===== src/rtl/gpio_irq_pkg.sv =====
package gpio_irq_pkg;
    localparam int GPIO_W   = 32;
    localparam int ADDR_W   = 5;
    localparam int MODE_W   = 2;
    localparam int PINS_PER_CFG = GPIO_W / MODE_W;

    // word index = byte address [4:2]
    localparam logic [2:0] W_DATA   = 3'd0;
    localparam logic [2:0] W_DIR    = 3'd1;
    localparam logic [2:0] W_LEVELS = 3'd2;
    localparam logic [2:0] W_CFG_LO = 3'd3;
    localparam logic [2:0] W_CFG_HI = 3'd4;
    localparam logic [2:0] W_MASK   = 3'd5;
    localparam logic [2:0] W_STATUS = 3'd6;
    localparam logic [2:0] W_ANYEDG = 3'd7;

    typedef enum logic [MODE_W-1:0] {
        TRIG_LOW  = 2'd0,
        TRIG_HIGH = 2'd1,
        TRIG_RISE = 2'd2,
        TRIG_FALL = 2'd3
    } trig_mode_e;

    typedef struct packed {
        logic [GPIO_W-1:0] data;
        logic [GPIO_W-1:0] dir;
        logic [GPIO_W-1:0] cfg_lo;
        logic [GPIO_W-1:0] cfg_hi;
        logic [GPIO_W-1:0] mask;
        logic [GPIO_W-1:0] status;
        logic [GPIO_W-1:0] anyedge;
    } gpio_regs_t;
endpackage


===== src/rtl/gpio_sync.sv =====
module gpio_sync #(
    parameter int W = 32
) (
    input  logic         clk,
    input  logic         rst_n,
    input  logic [W-1:0] raw_i,
    output logic [W-1:0] sync_o,
    output logic [W-1:0] prev_o
);
    typedef struct packed {
        logic [W-1:0] meta;
        logic [W-1:0] sync;
        logic [W-1:0] prev;
        logic         live;
    } sync_st_t;

    sync_st_t st_d, st_q;

    always_comb begin
        st_d      = st_q;
        st_d.meta = raw_i;
        st_d.sync = st_q.meta;
        st_d.prev = st_q.sync;
        st_d.live = 1'b1;
    end

    always_ff @(posedge clk or negedge rst_n) begin
        if (!rst_n) st_q <= '0;
        else        st_q <= st_d;
    end

    assign sync_o = st_q.sync;
    assign prev_o = st_q.prev;

    AST_SYNC_TWO_STAGE: assert property (@(posedge clk) disable iff (!rst_n)
        st_q.live |=> sync_o == $past(raw_i, 2)) else $error("sync latency");
endmodule


===== src/rtl/gpio_trig.sv =====
module gpio_trig
    import gpio_irq_pkg::*;
#(
    parameter int W = GPIO_W
) (
    input  logic [W-1:0] sync_i,
    input  logic [W-1:0] prev_i,
    input  logic [W-1:0] cfg_lo_i,
    input  logic [W-1:0] cfg_hi_i,
    input  logic [W-1:0] anyedge_i,
    output logic [W-1:0] evt_o
);
    localparam int HALF = W / MODE_W;

    for (genvar p = 0; p < W; p++) begin : g_pin
        trig_mode_e mode;
        logic       rise, fall;

        if (p < HALF) begin : g_lo
            assign mode = trig_mode_e'(cfg_lo_i[MODE_W*p +: MODE_W]);
        end else begin : g_hi
            assign mode = trig_mode_e'(cfg_hi_i[MODE_W*(p-HALF) +: MODE_W]);
        end

        assign rise = sync_i[p] & ~prev_i[p];
        assign fall = ~sync_i[p] & prev_i[p];

        always_comb begin
            if (anyedge_i[p]) begin
                evt_o[p] = rise | fall;
            end else begin
                unique case (mode)
                    TRIG_LOW:  evt_o[p] = ~sync_i[p];
                    TRIG_HIGH: evt_o[p] = sync_i[p];
                    TRIG_RISE: evt_o[p] = rise;
                    TRIG_FALL: evt_o[p] = fall;
                    default:   evt_o[p] = 1'b0;
                endcase
            end
        end

        always_comb begin
            if (anyedge_i[p] === 1'b1 && evt_o[p] === 1'b1)
                AST_ANYEDGE_NEEDS_CHANGE: assert (sync_i[p] != prev_i[p]);
        end
    end
endmodule


===== src/rtl/gpio_irq_ctrl.sv =====
module gpio_irq_ctrl
    import gpio_irq_pkg::*;
(
    input  logic              clk,
    input  logic              rst_n,
    input  logic              bus_sel,
    input  logic              bus_wr,
    input  logic [ADDR_W-1:0] bus_addr,
    input  logic [GPIO_W-1:0] bus_wdata,
    output logic [GPIO_W-1:0] bus_rdata,
    input  logic [GPIO_W-1:0] pad_in,
    output logic [GPIO_W-1:0] pad_out,
    output logic [GPIO_W-1:0] pad_oe,
    output logic              irq
);
    gpio_regs_t        regs_d, regs_q;
    logic [GPIO_W-1:0] levels, levels_prev, evt;
    logic              aligned, wr_hit;
    logic [2:0]        word;
    logic [GPIO_W-1:0] clr_mask;

    gpio_sync #(.W(GPIO_W)) u_sync (
        .clk    (clk),
        .rst_n  (rst_n),
        .raw_i  (pad_in),
        .sync_o (levels),
        .prev_o (levels_prev)
    );

    gpio_trig #(.W(GPIO_W)) u_trig (
        .sync_i    (levels),
        .prev_i    (levels_prev),
        .cfg_lo_i  (regs_q.cfg_lo),
        .cfg_hi_i  (regs_q.cfg_hi),
        .anyedge_i (regs_q.anyedge),
        .evt_o     (evt)
    );

    assign aligned = (bus_addr[1:0] == 2'b00);
    assign word    = bus_addr[ADDR_W-1:2];
    assign wr_hit  = bus_sel & bus_wr & aligned;

    always_comb begin
        regs_d   = regs_q;
        clr_mask = '0;
        if (wr_hit) begin
            unique case (word)
                W_DATA:   regs_d.data    = bus_wdata;
                W_DIR:    regs_d.dir     = bus_wdata;
                W_CFG_LO: regs_d.cfg_lo  = bus_wdata;
                W_CFG_HI: regs_d.cfg_hi  = bus_wdata;
                W_MASK:   regs_d.mask    = bus_wdata;
                W_STATUS: clr_mask       = bus_wdata;
                W_ANYEDG: regs_d.anyedge = bus_wdata;
                default:  ;
            endcase
        end
        regs_d.status = (regs_q.status & ~clr_mask) | evt;
    end

    always_ff @(posedge clk or negedge rst_n) begin
        if (!rst_n) regs_q <= '0;
        else        regs_q <= regs_d;
    end

    always_comb begin
        bus_rdata = '0;
        if (bus_sel && !bus_wr && aligned) begin
            unique case (word)
                W_DATA:   bus_rdata = regs_q.data;
                W_DIR:    bus_rdata = regs_q.dir;
                W_LEVELS: bus_rdata = levels;
                W_CFG_LO: bus_rdata = regs_q.cfg_lo;
                W_CFG_HI: bus_rdata = regs_q.cfg_hi;
                W_MASK:   bus_rdata = regs_q.mask;
                W_STATUS: bus_rdata = regs_q.status;
                W_ANYEDG: bus_rdata = regs_q.anyedge;
                default:  bus_rdata = '0;
            endcase
        end
    end

    assign pad_out = regs_q.data;
    assign pad_oe  = regs_q.dir;
    assign irq     = |(regs_q.status & regs_q.mask);

    AST_OE_TRACKS_WRITE: assert property (@(posedge clk) disable iff (!rst_n)
        (bus_sel && bus_wr && bus_addr == 5'h04) |=> pad_oe == $past(bus_wdata));
    AST_EVENT_LATCHES: assert property (@(posedge clk) disable iff (!rst_n)
        (evt != '0) |=> (regs_q.status & $past(evt)) == $past(evt));
    AST_W1C_CLEARS: assert property (@(posedge clk) disable iff (!rst_n)
        (bus_sel && bus_wr && bus_addr == 5'h18)
        |=> (regs_q.status & $past(bus_wdata) & ~$past(evt)) == '0);
    AST_MASKED_QUIET: assert property (@(posedge clk) disable iff (!rst_n)
        (regs_q.mask == '0) |-> !irq);
    AST_MISALIGNED_NO_WRITE: assert property (@(posedge clk) disable iff (!rst_n)
        (bus_sel && bus_wr && bus_addr[1:0] != 2'b00)
        |=> $stable(pad_out) && $stable(pad_oe));
endmodule


===== config.mk =====
export PLATFORM = sky130hd
export DESIGN_NAME = gpio_irq_ctrl
export DESIGN_NICKNAME = d
export VERILOG_FILES = /design/src/rtl/gpio_irq_pkg.sv /design/src/rtl/gpio_sync.sv /design/src/rtl/gpio_trig.sv /design/src/rtl/gpio_irq_ctrl.sv
export SDC_FILE = /design/constraint.sdc
export NUM_CORES = 1
export LEC_CHECK = 0
export BUFFER_PORTS_ARGS = -buffer_cell sky130_fd_sc_hd__buf_2
export CAP_MARGIN = 10
export CELL_PAD_IN_SITES_DETAIL_PLACEMENT = 1
export CELL_PAD_IN_SITES_GLOBAL_PLACEMENT = 1
export CORE_MARGIN = 4
export CORE_UTILIZATION = 48
export DETAILED_ROUTE_END_ITERATION = 12
export PLACE_DENSITY_LB_ADDON = 0.1
export SETUP_SLACK_MARGIN = 0.02
export SLEW_MARGIN = 0
export SYNTH_ARGS = -nofsm -noshare
export SYNTH_HDL_FRONTEND = slang
export SYNTH_SLANG_ARGS = --single-unit

===== constraint.sdc =====
create_clock -name clk -period 1.5 [get_ports clk]
set_input_delay 0.15 -clock clk [delete_from_list [all_inputs] [get_ports clk]]
set_output_delay 0.15 -clock clk [all_outputs]
set_load 0.05 [all_outputs]

==> flow_summary.yaml <==
worst_setup_path:
  crit_arrival_ns: 2.18
  end_kind: "primary output"
  required_ns: 1.35
  start_kind: "register"
  crit_type: "reg2out"
  critPathMaxFanout: 2
placement:
  placed_area_um2: 18940
  port_buffers: 169
  place_inst: 2039
  gp_congestion: 0.8382
  dp_hpwl_um: 36650
  place_ws_ns: -0.3435
cells_and_area:
  stdcell_area_um2: 22090
  multi_input_area_um2: 7774
  fillerInstances: 3133
  drive_above_1_share_pct: 47.23
  regArea_um2: 8033
  diodes: 0
  final_cells: 2174
  fin_nets: 1840
  syn_to_final_growth_pct: 39.15
pwr:
  p_leak_nw: 10.39
  pwr_density_cell_nw_per_um2: 1164
  ir_drop_v: 0.0008751
  finalPower_mw: 25.71
route:
  antenna_left: 0
  drt_iter0_markers: 719
  remaining_drc_errors: 0
  wire_per_inst_um: 26.67
  first_pass_iters: 4
  via_per_inst: 5.803
  vias: 12620
  drt_wl_total_um: 57980
global_route:
  overflow: 0
  antenna_found_initial: 0
  grt.total_usage_pct: 31.06
  grt_pass1_wl_um: 85990
  grt_max_degree: 65
  grt_pass1_vias: 14230
sta:
  rsz0062_at_grt: "yes"
  setup_viol: 34
  tightest_slew_ns: 0.4290
  fin_hold_ws_ns: 0.01000
  hold_viol_final: 0
  setup_slack_ns: -0.8300
  drv_slew: 0
  finalCritPeriodShare_pct: 155.3
  finClkSkew_ns: 0.01153
  fmax_mhz: 429.2
  slew_headroom_pct: 71.10
  fin_crit_ns: 2.330
yosys:
  synth.distinct_cells: 41
  synth_seq_cells: 320
  syn_avg_cell_area_um2: 11.93
  ys_seq_area_share_pct: 50.44
  netlist_instances: 1331
  yosysTopAreaCell: "dfrtp_1"
  yosysMostFrequentCell: "dfrtp_1"
  yosysWarnings: 0
  synth_edf_count: 0
  synth_common_cells: "320 x dfrtp_1, 161 x mux2_2, 127 x inv_1, 92 x nand2_1, 68 x buf_4"
  synth_area_leaders: "dfrtp_1 50%, mux2_2 11%, ha_1 5.0%"
  synthArstFlopShare_pct: 100.0
  synthDominantCellAreaShare_pct: 50.44
  synth_area_um2: 15880
  ys.flop_type: "dfrtp_1"
  syn_nets: 1468
clocking:
  root_buffer: "clkbuf_16"
  ctsLongestPathBuffers: 3
  clk_pin_slew_ns: 0.05
  clk_latency_ns: 0.53
  cts_tree: "done"
  htreeDepth: 2
  cts_sinks: 320
  numCtsBuffers: 38
die:
  die_width_um: 189.9
  pin_count: 170
  dieArea_um2: 36050
  design.core.area_um2: 32620
  core.rowCount: 66
  die_y_um: 189.9
  initial_utilization_pct: 48.67
outcome:
  status: "finished with violations"
  violations: "setup timing"
run:
  cap_violations: 0
hold_path:
  hp-class: "in2reg"
-- metrics by stage --
stage / setup TNS, ns / util (%)
after global routing: -16.80 / 67.72
after floorplan: -0.003450 / -
final: -14.79 / 67.72
after CTS: -14.80 / 66.39
after global placement: -41.62 / 58.06
after detailed placement: -47.22 / 58.06
-- layout make-up --
type | instances | share of cell area, %
flip-flops and latches | 320 | 36.36
repair buffers | 461 | 17.77
clock buffers | 61 | 5.347
multi-input cells | 754 | 35.19
inverters | 128 | 2.175
clock inverters | 8 | 0.6514
well taps | 442 | 2.504
-- metal layers --
metal	track usage [%]	vias up	wire length, um
li1	-	5413	-
met1	38.99	6663	23450
met2	54.12	409	29920
met3	4.752	131	2402
met4	12.27	0	2206
met5	0	-	0
-- kinds of logic (layout without fill, tap and decap cells) --
family          count (synthesis)  count (layout)  share of synthesized area (%)
flops                         320             320                          50.44
mux                           258             258                          18.49
buf+inv                       257             658                          8.283
compound gates                245             245                          11.60
simple gates                  157             157                          4.485
fa+ha+maj                      64              64                          5.044
xor+xnor                       30              30                          1.655
-- cell usage in the layout (no fill, tap or decap), drive strengths merged --
| master | Yosys | routed |
|---|---|---|
| nor3b | 1 | 1 |
| dlygate4sd3 | 0 | 59 |
| nor4b | 1 | 1 |
| a21oi | 33 | 33 |
| a22o | 5 | 5 |
| dfrtp | 320 | 320 |
| and3 | 1 | 1 |
| nand2 | 93 | 93 |
| a221o | 32 | 32 |
| and2b | 1 | 1 |
| nor2b | 7 | 7 |
| and4bb | 1 | 1 |
| ha | 64 | 64 |
| a22oi | 21 | 21 |
| nand4 | 6 | 6 |
| nand3 | 6 | 6 |
| xnor2 | 30 | 30 |
| or4 | 1 | 1 |
| clkbuf | 22 | 61 |
| mux2 | 192 | 192 |
| clkinv | 0 | 4 |
| inv | 128 | 128 |
| buf | 107 | 402 |
| bufinv | 0 | 4 |
| and4b | 1 | 1 |
| a311oi | 1 | 1 |
| o22ai | 6 | 6 |
| or3 | 1 | 1 |
| a221oi | 52 | 52 |
| nor2 | 33 | 33 |
| o2bb2ai | 26 | 26 |
| nand2b | 3 | 3 |
| a211oi | 32 | 32 |
| o21ai | 37 | 37 |
| nor3 | 1 | 1 |
| mux2i | 66 | 66 |
-- where the power goes --
| group | total (mW) | internal (mW) | switching (mW) |
|---|---|---|---|
| Clock | 9.78 | 6.08 | 3.71 |
| Sequential | 10.3 | 9.47 | 0.806 |
| Combinational | 5.65 | 2.39 | 3.26 |
-- critical path: stages (launching register included) --
cell and delay [ns]:
dfrtp_1 0.44, a22oi_2 0.30, nand4_1 0.17, or4_4 0.57
buf_6 0.18
-- flip-flops by register name, indices dropped and copies added, names as in the netlist --
register / flops
pad_out: 32
pad_oe: 32
regs_q: 160
u_sync.st_d: 32
u_sync.sync_o: 32
u_sync.prev_o: 32
-- final timing paths --
path | start | endpoint | slack, ns | depth (start not counted)
worst max-delay path | regs_q[68] | irq | -0.83 | 4
worst min-delay path | bus_wdata[4] | pad_out[4] | 0.01 | 2
worst max register to register | u_sync.sync_o[5] | regs_q[37] | 0 | 6
max in group asynchronous | rst_n | regs_q[35] | 0.66 | 3
worst min register to register | u_sync.st_d[41] | u_sync.sync_o[8] | 0.34 | 0
min in group asynchronous | rst_n | regs_q[124] | 0.11 | 2
-- what timing repair did --
action	4_1_cts	5_1_grt
endpoints found under the setup margin	37	48
setup buffers	13	17
pin swaps	44	31
gates resized for setup	184	89
hold endpoints to repair	498	0
hold buffers	59	0
(Power assumes the default switching activity.)
